$ cat src/rtl/split_code_loader_pkg.sv
package split_code_loader_pkg;

  typedef struct packed {
    logic capLo;
    logic capHi;
    logic loadDac;
  } strobeT;

endpackage

$ cat src/rtl/split_code_loader_ctrl.sv
module split_code_loader_ctrl
  import split_code_loader_pkg::*;
#(
  parameter int SYNC_STAGES = 2
) (
  input  logic   clk,
  input  logic   rstN,
  input  logic   wrN,
  input  logic   selLoN,
  input  logic   selHiN,
  input  logic   loadN,
  output strobeT strb
);

  localparam int N_CTRL = 4;
  localparam int IDX_WR = 0;
  localparam int IDX_LO = 1;
  localparam int IDX_HI = 2;
  localparam int IDX_LD = 3;

  logic [N_CTRL-1:0] rawIn;
  logic [N_CTRL-1:0] syncStage [SYNC_STAGES];
  logic [N_CTRL-1:0] syncNow;
  logic [N_CTRL-1:0] syncPrev;

  assign rawIn = {loadN, selHiN, selLoN, wrN};

  genvar g;
  generate
    for (g = 0; g < SYNC_STAGES; g++) begin : gSync
      always_ff @(posedge clk or negedge rstN) begin
        if (!rstN) begin
          syncStage[g] <= '1;
        end else if (g == 0) begin
          syncStage[g] <= rawIn;
        end else begin
          syncStage[g] <= syncStage[(g > 0) ? g-1 : 0];
        end
      end
    end
  endgenerate

  assign syncNow = syncStage[SYNC_STAGES-1];

  always_ff @(posedge clk or negedge rstN) begin
    if (!rstN) begin
      syncPrev <= '1;
    end else begin
      syncPrev <= syncNow;
    end
  end

  logic loActNow, loActPrev, hiActNow, hiActPrev;

  always_comb begin
    loActNow  = !syncNow[IDX_WR]  && !syncNow[IDX_LO];
    loActPrev = !syncPrev[IDX_WR] && !syncPrev[IDX_LO];
    hiActNow  = !syncNow[IDX_WR]  && !syncNow[IDX_HI];
    hiActPrev = !syncPrev[IDX_WR] && !syncPrev[IDX_HI];
    strb.capLo   = loActPrev && !loActNow;
    strb.capHi   = hiActPrev && !hiActNow;
    strb.loadDac = !syncPrev[IDX_LD] && syncNow[IDX_LD];
  end

  // a capture is a single-cycle event per ended overlap
  a_r4_caplo_single: assert property (@(posedge clk) disable iff (!rstN)
    strb.capLo |=> !strb.capLo);
  a_r4_caphi_single: assert property (@(posedge clk) disable iff (!rstN)
    strb.capHi |=> !strb.capHi);
  // one load event per rising edge of the load strobe
  a_r6_load_single: assert property (@(posedge clk) disable iff (!rstN)
    strb.loadDac |=> !strb.loadDac);

endmodule

$ cat src/rtl/split_code_loader_dp.sv
module split_code_loader_dp
  import split_code_loader_pkg::*;
#(
  parameter int DATA_W = 8,
  parameter int CODE_W = 12
) (
  input  logic              clk,
  input  logic              rstN,
  input  logic [DATA_W-1:0] busData,
  input  strobeT            strb,
  output logic [CODE_W-1:0] dacCode
);

  localparam int HI_W = CODE_W - DATA_W;

  logic [CODE_W-1:0] inReg;
  logic [CODE_W-1:0] inNext;

  always_comb begin
    inNext = inReg;
    if (strb.capLo) begin
      inNext[DATA_W-1:0] = busData;
    end
    if (strb.capHi) begin
      inNext[CODE_W-1:DATA_W] = busData[HI_W-1:0];
    end
  end

  always_ff @(posedge clk or negedge rstN) begin
    if (!rstN) begin
      inReg <= '0;
    end else begin
      inReg <= inNext;
    end
  end

  // forwarding: a load in the capture cycle takes the fresh word
  always_ff @(posedge clk or negedge rstN) begin
    if (!rstN) begin
      dacCode <= '0;
    end else if (strb.loadDac) begin
      dacCode <= inNext;
    end
  end

  // output register holds without a load event
  a_r6_dac_hold: assert property (@(posedge clk) disable iff (!rstN)
    !strb.loadDac |=> $stable(dacCode));
  // low byte holds without a low capture
  a_r2_lo_hold: assert property (@(posedge clk) disable iff (!rstN)
    !strb.capLo |=> $stable(inReg[DATA_W-1:0]));
  // high nibble holds without a high capture
  a_r3_hi_hold: assert property (@(posedge clk) disable iff (!rstN)
    !strb.capHi |=> $stable(inReg[CODE_W-1:DATA_W]));
  // a plain load copies the full staging word
  a_r7_full_load: assert property (@(posedge clk) disable iff (!rstN)
    (strb.loadDac && !strb.capLo && !strb.capHi) |=> (dacCode == $past(inReg)));

endmodule

$ cat src/rtl/split_code_loader.sv
module split_code_loader
  import split_code_loader_pkg::*;
#(
  parameter int DATA_W      = 8,
  parameter int CODE_W      = 12,
  parameter int SYNC_STAGES = 2
) (
  input  logic              clk,
  input  logic              rstN,
  input  logic [DATA_W-1:0] busData,
  input  logic              selLoN,
  input  logic              selHiN,
  input  logic              wrN,
  input  logic              loadN,
  output logic [CODE_W-1:0] dacCode
);

  strobeT strb;

  split_code_loader_ctrl #(
    .SYNC_STAGES(SYNC_STAGES)
  ) ctrl_i (
    .clk    (clk),
    .rstN   (rstN),
    .wrN    (wrN),
    .selLoN (selLoN),
    .selHiN (selHiN),
    .loadN  (loadN),
    .strb   (strb)
  );

  split_code_loader_dp #(
    .DATA_W(DATA_W),
    .CODE_W(CODE_W)
  ) dp_i (
    .clk     (clk),
    .rstN    (rstN),
    .busData (busData),
    .strb    (strb),
    .dacCode (dacCode)
  );

  // code is zero while in reset
  a_r1_reset_zero: assert property (@(posedge clk) !rstN |-> (dacCode == '0));

endmodule

$ cat config.mk
export PLATFORM = sky130hd
export DESIGN_NAME = split_code_loader
export DESIGN_NICKNAME = d
export VERILOG_FILES = /design/src/rtl/split_code_loader_pkg.sv /design/src/rtl/split_code_loader_ctrl.sv /design/src/rtl/split_code_loader_dp.sv /design/src/rtl/split_code_loader.sv
export SDC_FILE = /design/constraint.sdc
export NUM_CORES = 1
export LEC_CHECK = 0
export BUFFER_PORTS_ARGS = -buffer_cell sky130_fd_sc_hd__buf_4
export CORE_MARGIN = 2
export CORE_UTILIZATION = 53
export CTS_BUF_LIST = sky130_fd_sc_hd__clkbuf_8 sky130_fd_sc_hd__clkbuf_16
export DETAILED_ROUTE_END_ITERATION = 6
export PLACE_DENSITY = 0.76
export SKIP_CTS_REPAIR_TIMING = 1
export SKIP_LAST_GASP = 1
export SLEW_MARGIN = 5
export SYNTH_ARGS = -nofsm -noshare
export SYNTH_HDL_FRONTEND = slang
export SYNTH_SLANG_ARGS = --single-unit
$ cat constraint.sdc
create_clock -name clk -period 1.6 [get_ports clk]
set_input_delay 0.32 -clock clk [delete_from_list [all_inputs] [get_ports clk]]
set_output_delay 0.32 -clock clk [all_outputs]
set_load 0.1 [all_outputs]
# Word level (Yosys, flattened, before mapping)
# Cells that the tools add are included.
# W data, S select, Z words.
dict set report op_classes {
  n_mux 2
  reduce_logical 16
}
# op count
set op_table {}
lappend op_table {{$logic_not A1 Y1} 9}
lappend op_table {{$mux W8} 1}
lappend op_table {{$logic_and A1 B1 Y1} 7}
lappend op_table {{$mux W4} 1}
dict set report word_totals {
  reg_bits 36
  out_inout_bits 12
  word_cells 23
}

# Depth between registers and ports, before layout
dict set report depth {
  ltp_word 5
  depth_mapped 4
}

# Hierarchy
# A second synthesis with hierarchy kept.
dict set report hier_totals {
  cells_unflattened 67
  area_unflattened_um2 1298.7
}
# module instances cells_per_inst area_per_inst_um2 seq_area_each_um2
set by_module_without_submodules {}
lappend by_module_without_submodules {split_code_loader_dp 1 50 949.7 600.6}
lappend by_module_without_submodules {split_code_loader_ctrl 1 17 349.1 315.3}

# Worst setup path after synthesis
# OpenSTA, ideal clock, no wires.
dict set report synth_timing {
  path_type {reg-to-reg}
  from {register ctrl_i.syncStage, in the netlist ctrl_i.syncNow[0]}
  to {register dp_i.inReg[10]}
  arrival_ps 1318
  required_ps 1475
  slack_ps 156
  path_stages_with_launch 5
  n_path_buf 1
  period_less_slack_ps 1444
  cell_sequence {dfstp_2 -> nor2_1 -> or3_1 -> buf_6 -> mux2_4}
}
dict set report synth_via {
  elab_chain_cells 5
}
# item line_no
set synth_lines {}
lappend synth_lines {{from (decl)} split_code_loader_ctrl.sv:22} ;# logic [N_CTRL-1:0] syncStage [SYNC_STAGES];
lappend synth_lines {{from (signal, indexed assignment)} split_code_loader_ctrl.sv:35} ;# syncStage[g] <= rawIn;
lappend synth_lines {{from (signal, indexed assignment)} split_code_loader_ctrl.sv:37} ;# syncStage[g] <= syncStage[(g > 0) ? g-1 : 0];
lappend synth_lines {{$logic_not A1 Y1} split_code_loader_ctrl.sv:58} ;# hiActNow = !syncNow[IDX_WR] && !syncNow[IDX_HI];
lappend synth_lines {{$logic_and A1 B1 Y1} split_code_loader_ctrl.sv:58}
lappend synth_lines {{$logic_not A1 Y1} split_code_loader_ctrl.sv:61} ;# strb.capHi = hiActPrev && !hiActNow;
lappend synth_lines {{$logic_and A1 B1 Y1} split_code_loader_ctrl.sv:61}
lappend synth_lines {{$mux W4} split_code_loader_dp.sv:24} ;# if (strb.capHi) begin
lappend synth_lines {{named net dp_i.inNext[10]} split_code_loader_dp.sv:17} ;# logic [CODE_W-1:0] inNext;
lappend synth_lines {{to (signal assigned)} split_code_loader_dp.sv:33} ;# inReg <= inNext;
lappend synth_lines {{to (decl)} split_code_loader_dp.sv:16} ;# logic [CODE_W-1:0] inReg;
# The timed path passes the listed nets, and every way through them passes these cells.
# A chain may end at the register's enable or synchronous reset.

# Final worst setup path
dict set report layout_timing {
  from {register ctrl_i.syncPrev[1]}
  to {register dp_i.inReg[2]}
}
dict set report layout_via {
  elab_chain_cells 4
}
# item line_no
set layout_lines {}
lappend layout_lines {{from (decl)} split_code_loader_ctrl.sv:24} ;# logic [N_CTRL-1:0] syncPrev;
lappend layout_lines {{from (signal assigned)} split_code_loader_ctrl.sv:49} ;# syncPrev <= syncNow;
lappend layout_lines {{$logic_not A1 Y1} split_code_loader_ctrl.sv:57} ;# loActPrev = !syncPrev[IDX_WR] && !syncPrev[IDX_LO];
lappend layout_lines {{$logic_and A1 B1 Y1} split_code_loader_ctrl.sv:57}
lappend layout_lines {{$logic_and A1 B1 Y1} split_code_loader_ctrl.sv:60} ;# strb.capLo = loActPrev && !loActNow;
lappend layout_lines {{$mux W8} split_code_loader_dp.sv:21} ;# if (strb.capLo) begin
lappend layout_lines {{named net dp_i.inNext[2]} split_code_loader_dp.sv:17}
# The timed path passes the listed nets, and every way through them passes these cells.

==> results by group <==
Finish
  • # diodes: 0
  • NumNets Final: between 150 and 200
  • Share of cells above drive strength 1: 45.00%
  • Synthesis-to-finish area growth: 22.04%
  • Post-route cell area: between 0.0015 and 0.002 mm^2

CTS
  • Max clock buf depth: 2
  • Root Driver: clkbuf_8
  • Clk_lat worst skew: 300 ps
  • CTS tree: built
  • Total CTS buffers: 5
  • CTS H-Tree Depth: 2
  • Worst-path clk slew: 70 ps
  • Num Clock Sinks: 36

Placement
  • Placer Congestion: 0.7353
  • Cell Area, Placed: 0.001645 mm^2
  • PortBufs: 25
  • DPL Wire Length: 1935 um

STA
  • Final setup viols: 0
  • Fin crit period: between 1000 and 1500 ps
  • Clock Skews: 10.14 ps
  • Setup TNS: 0 ps
  • RSZ-0062 raised after global routing: no
  • Final Slew Violations: 0
  • Final worst-path cycle share: 90.84%
  • Relative slew slack: 62.89%
  • Fin. Hold Viols: 0
  • Peak Freq: approximately 0.69 GHz
  • Slew @ Worst Pin: 556.7 ps

Yosys
  • Synth Cell Area: 0.001436 mm^2
  • Post-synthesis register bit count: 36
  • Main synth FF type: dfrtp_1
  • Syn. warnings: 0
  • Share of the synthesized area in the top cell type: 41.81%
  • Syn Area/Cell: between 10 and 15 um^2
  • Synthesized net count: 124
  • Cells after Synth: 110
  • Synth cell types: 19
  • Post-synth EDFFs: 0
  • Top cells by count, synth: 24 x dfrtp_1, 16 x nand2_1, 12 x dfstp_2, 12 x o311ai_0, 8 x mux2_2
  • Synth area leader: dfrtp_1
  • Synth async-reset ratio: 100.0%
  • Synth area leaders: dfrtp_1 42%, dfstp_2 22%, o311ai_0 7.3%, mux2_2 6.3%, mux2_4 4.2%
  • Most common cell in the synthesized netlist: dfrtp_1
  • Post-synthesis sequential area ratio: about 64%

Pwr
  • Maximum vdd drop: 1.119 mV
  • Pwr dens: about 1500 mW/mm^2
  • Tot Pwr: 0.002578 W
  • Leakage power: 0.7730 nW

Routing
  • Vias: 997
  • DR DRC count: 0
  • DR top layer: met4
  • Initial DRC count: 26
  • DR vias/cell: 5.865
  • Routed WL per cell: roughly 17 um
  • Antenna-violating nets left: 0
  • Met2 wire length: 1390 um
  • Routed met3 length: 201 um
  • WL met1: 1257 um
  • Router iterations before antenna repair: 4
  • Overall routed net length: 2874 um

Floorplanning
  • Initial Utilization: between 50% and 60%
  • Die width: 56.06 um
  • Die area: ~0.0031 mm^2
  • Placement Rows: 18
  • Core area: roughly 0.0025 mm^2
  • Top Ports: 26
  • Die height: 56.06 um

GRT
  • First-pass GRT wire length: 4871 um
  • Gr usage total: 21.09%
  • Largest net degree at the start of global routing: 37
  • Initial antenna violation count: 0
  • Vias in the first global route: 988
  • GRT overflow: 0

Critical path
  • Worst Path Arrival: roughly 1600 ps
  • Worst setup SP type: flop
  • Critical path type: flop to flop
  • CP required: between 1500 and 2000 ps
  • Critical path peak fanout: 9
  • Crit end category: flop

Job
  • Maxcap violations: 0

Worst hold path
  • Hold Path Class: input pin to flop

Run status
  • Status: finished, final reports clean
kinds of logic after synthesis:
| group | count (synthesis) | synth area share (%) |
|---|---|---|
| flops | 36 | 63.76 |
| buf+inv | 7 | 2.701 |
| mux | 12 | 10.45 |
| compound gates | 17 | 9.931 |
| simple gates | 38 | 13.15 |
layout by cell type, fill, tap and decap left out:
master and count:
mux2_2 8, nand3_1 7, or2_1 1, nand2_1 16, nor2_1 2, dfstp_2 12, o211ai_1 5, nand2_2 1
nor2b_1 1, nand4_1 7, nor2_4 1, dfrtp_1 24, buf_4 28, nand2b_1 1, clkinv_2 2, or3_4 1
mux2_4 4, o311ai_0 12, dlygate4sd3_1 1, clkbuf_8 6
sequential cells by signal, summed over array words and instances, names as in the netlist:
| signal | cells |
|---|---|
| dp_i.dacCode | 12 |
| dp_i.inReg | 12 |
| ctrl_i.syncStage | 4 |
| ctrl_i.syncPrev | 4 |
| ctrl_i.syncNow | 4 |
critical path, stage by stage, from the launching register on:
cell     delay [ps]
dfstp_2         650
nor2_4          100
nand2_2         210
mux2_2          370
per-layer routing:
layer,global-route usage [%],up-vias
met2,31.26,35
li1,-,471
met1,27.83,488
met3,8.372,3
met5,0,-
met4,8.163,0
metrics by stage:
stage | setup WS, ps | instances | hold WS, ps | utilization (%)
after CTS | 49.80 | 169 | -29.54 | 68.90
after global placement | 82.26 | 161 | 286.7 | 65.23
final | 146.6 | 170 | 132.2 | 69.49
after global routing | 91.15 | 170 | 119.7 | 69.49
after detailed placement | 53.19 | 161 | 293.0 | 65.23
after floorplan | 156.4 | 110 | 24.41 | -
power by group:
part | internal (W) | switching, W
Sequential | 0.00105 | 0.0000748
Clock | 0.000343 | 0.000321
Combinational | 0.000200 | 0.000587
Total | 0.00160 | 0.000983
worst paths after layout:
kind	start	to	slack, ps	cells past startpoint
worst max-delay path	ctrl_i.syncPrev[1]	dp_i.inReg[2]	150	3
worst min-delay path	selLoN	ctrl_i.syncStage[5]	130	1
worst max register to register	ctrl_i.syncPrev[1]	dp_i.inReg[2]	150	3
worst min register to register	ctrl_i.syncStage[6]	ctrl_i.syncNow[2]	360	0
max in group asynchronous	rstN	ctrl_i.syncPrev[3]	750	2
min in group asynchronous	rstN	dp_i.inReg[10]	510	2
layout make-up:
type | instances | area (um^2)
clock buffer | 6 | 82.58
fill | 169 | 769.5
clock inverter | 2 | 10.01
multi-input combinational | 67 | 486.7
timing repair buffer | 29 | 220.2
sequential | 36 | 915.9
tap | 30 | 37.54
Power figures use the tool's default switching activity.
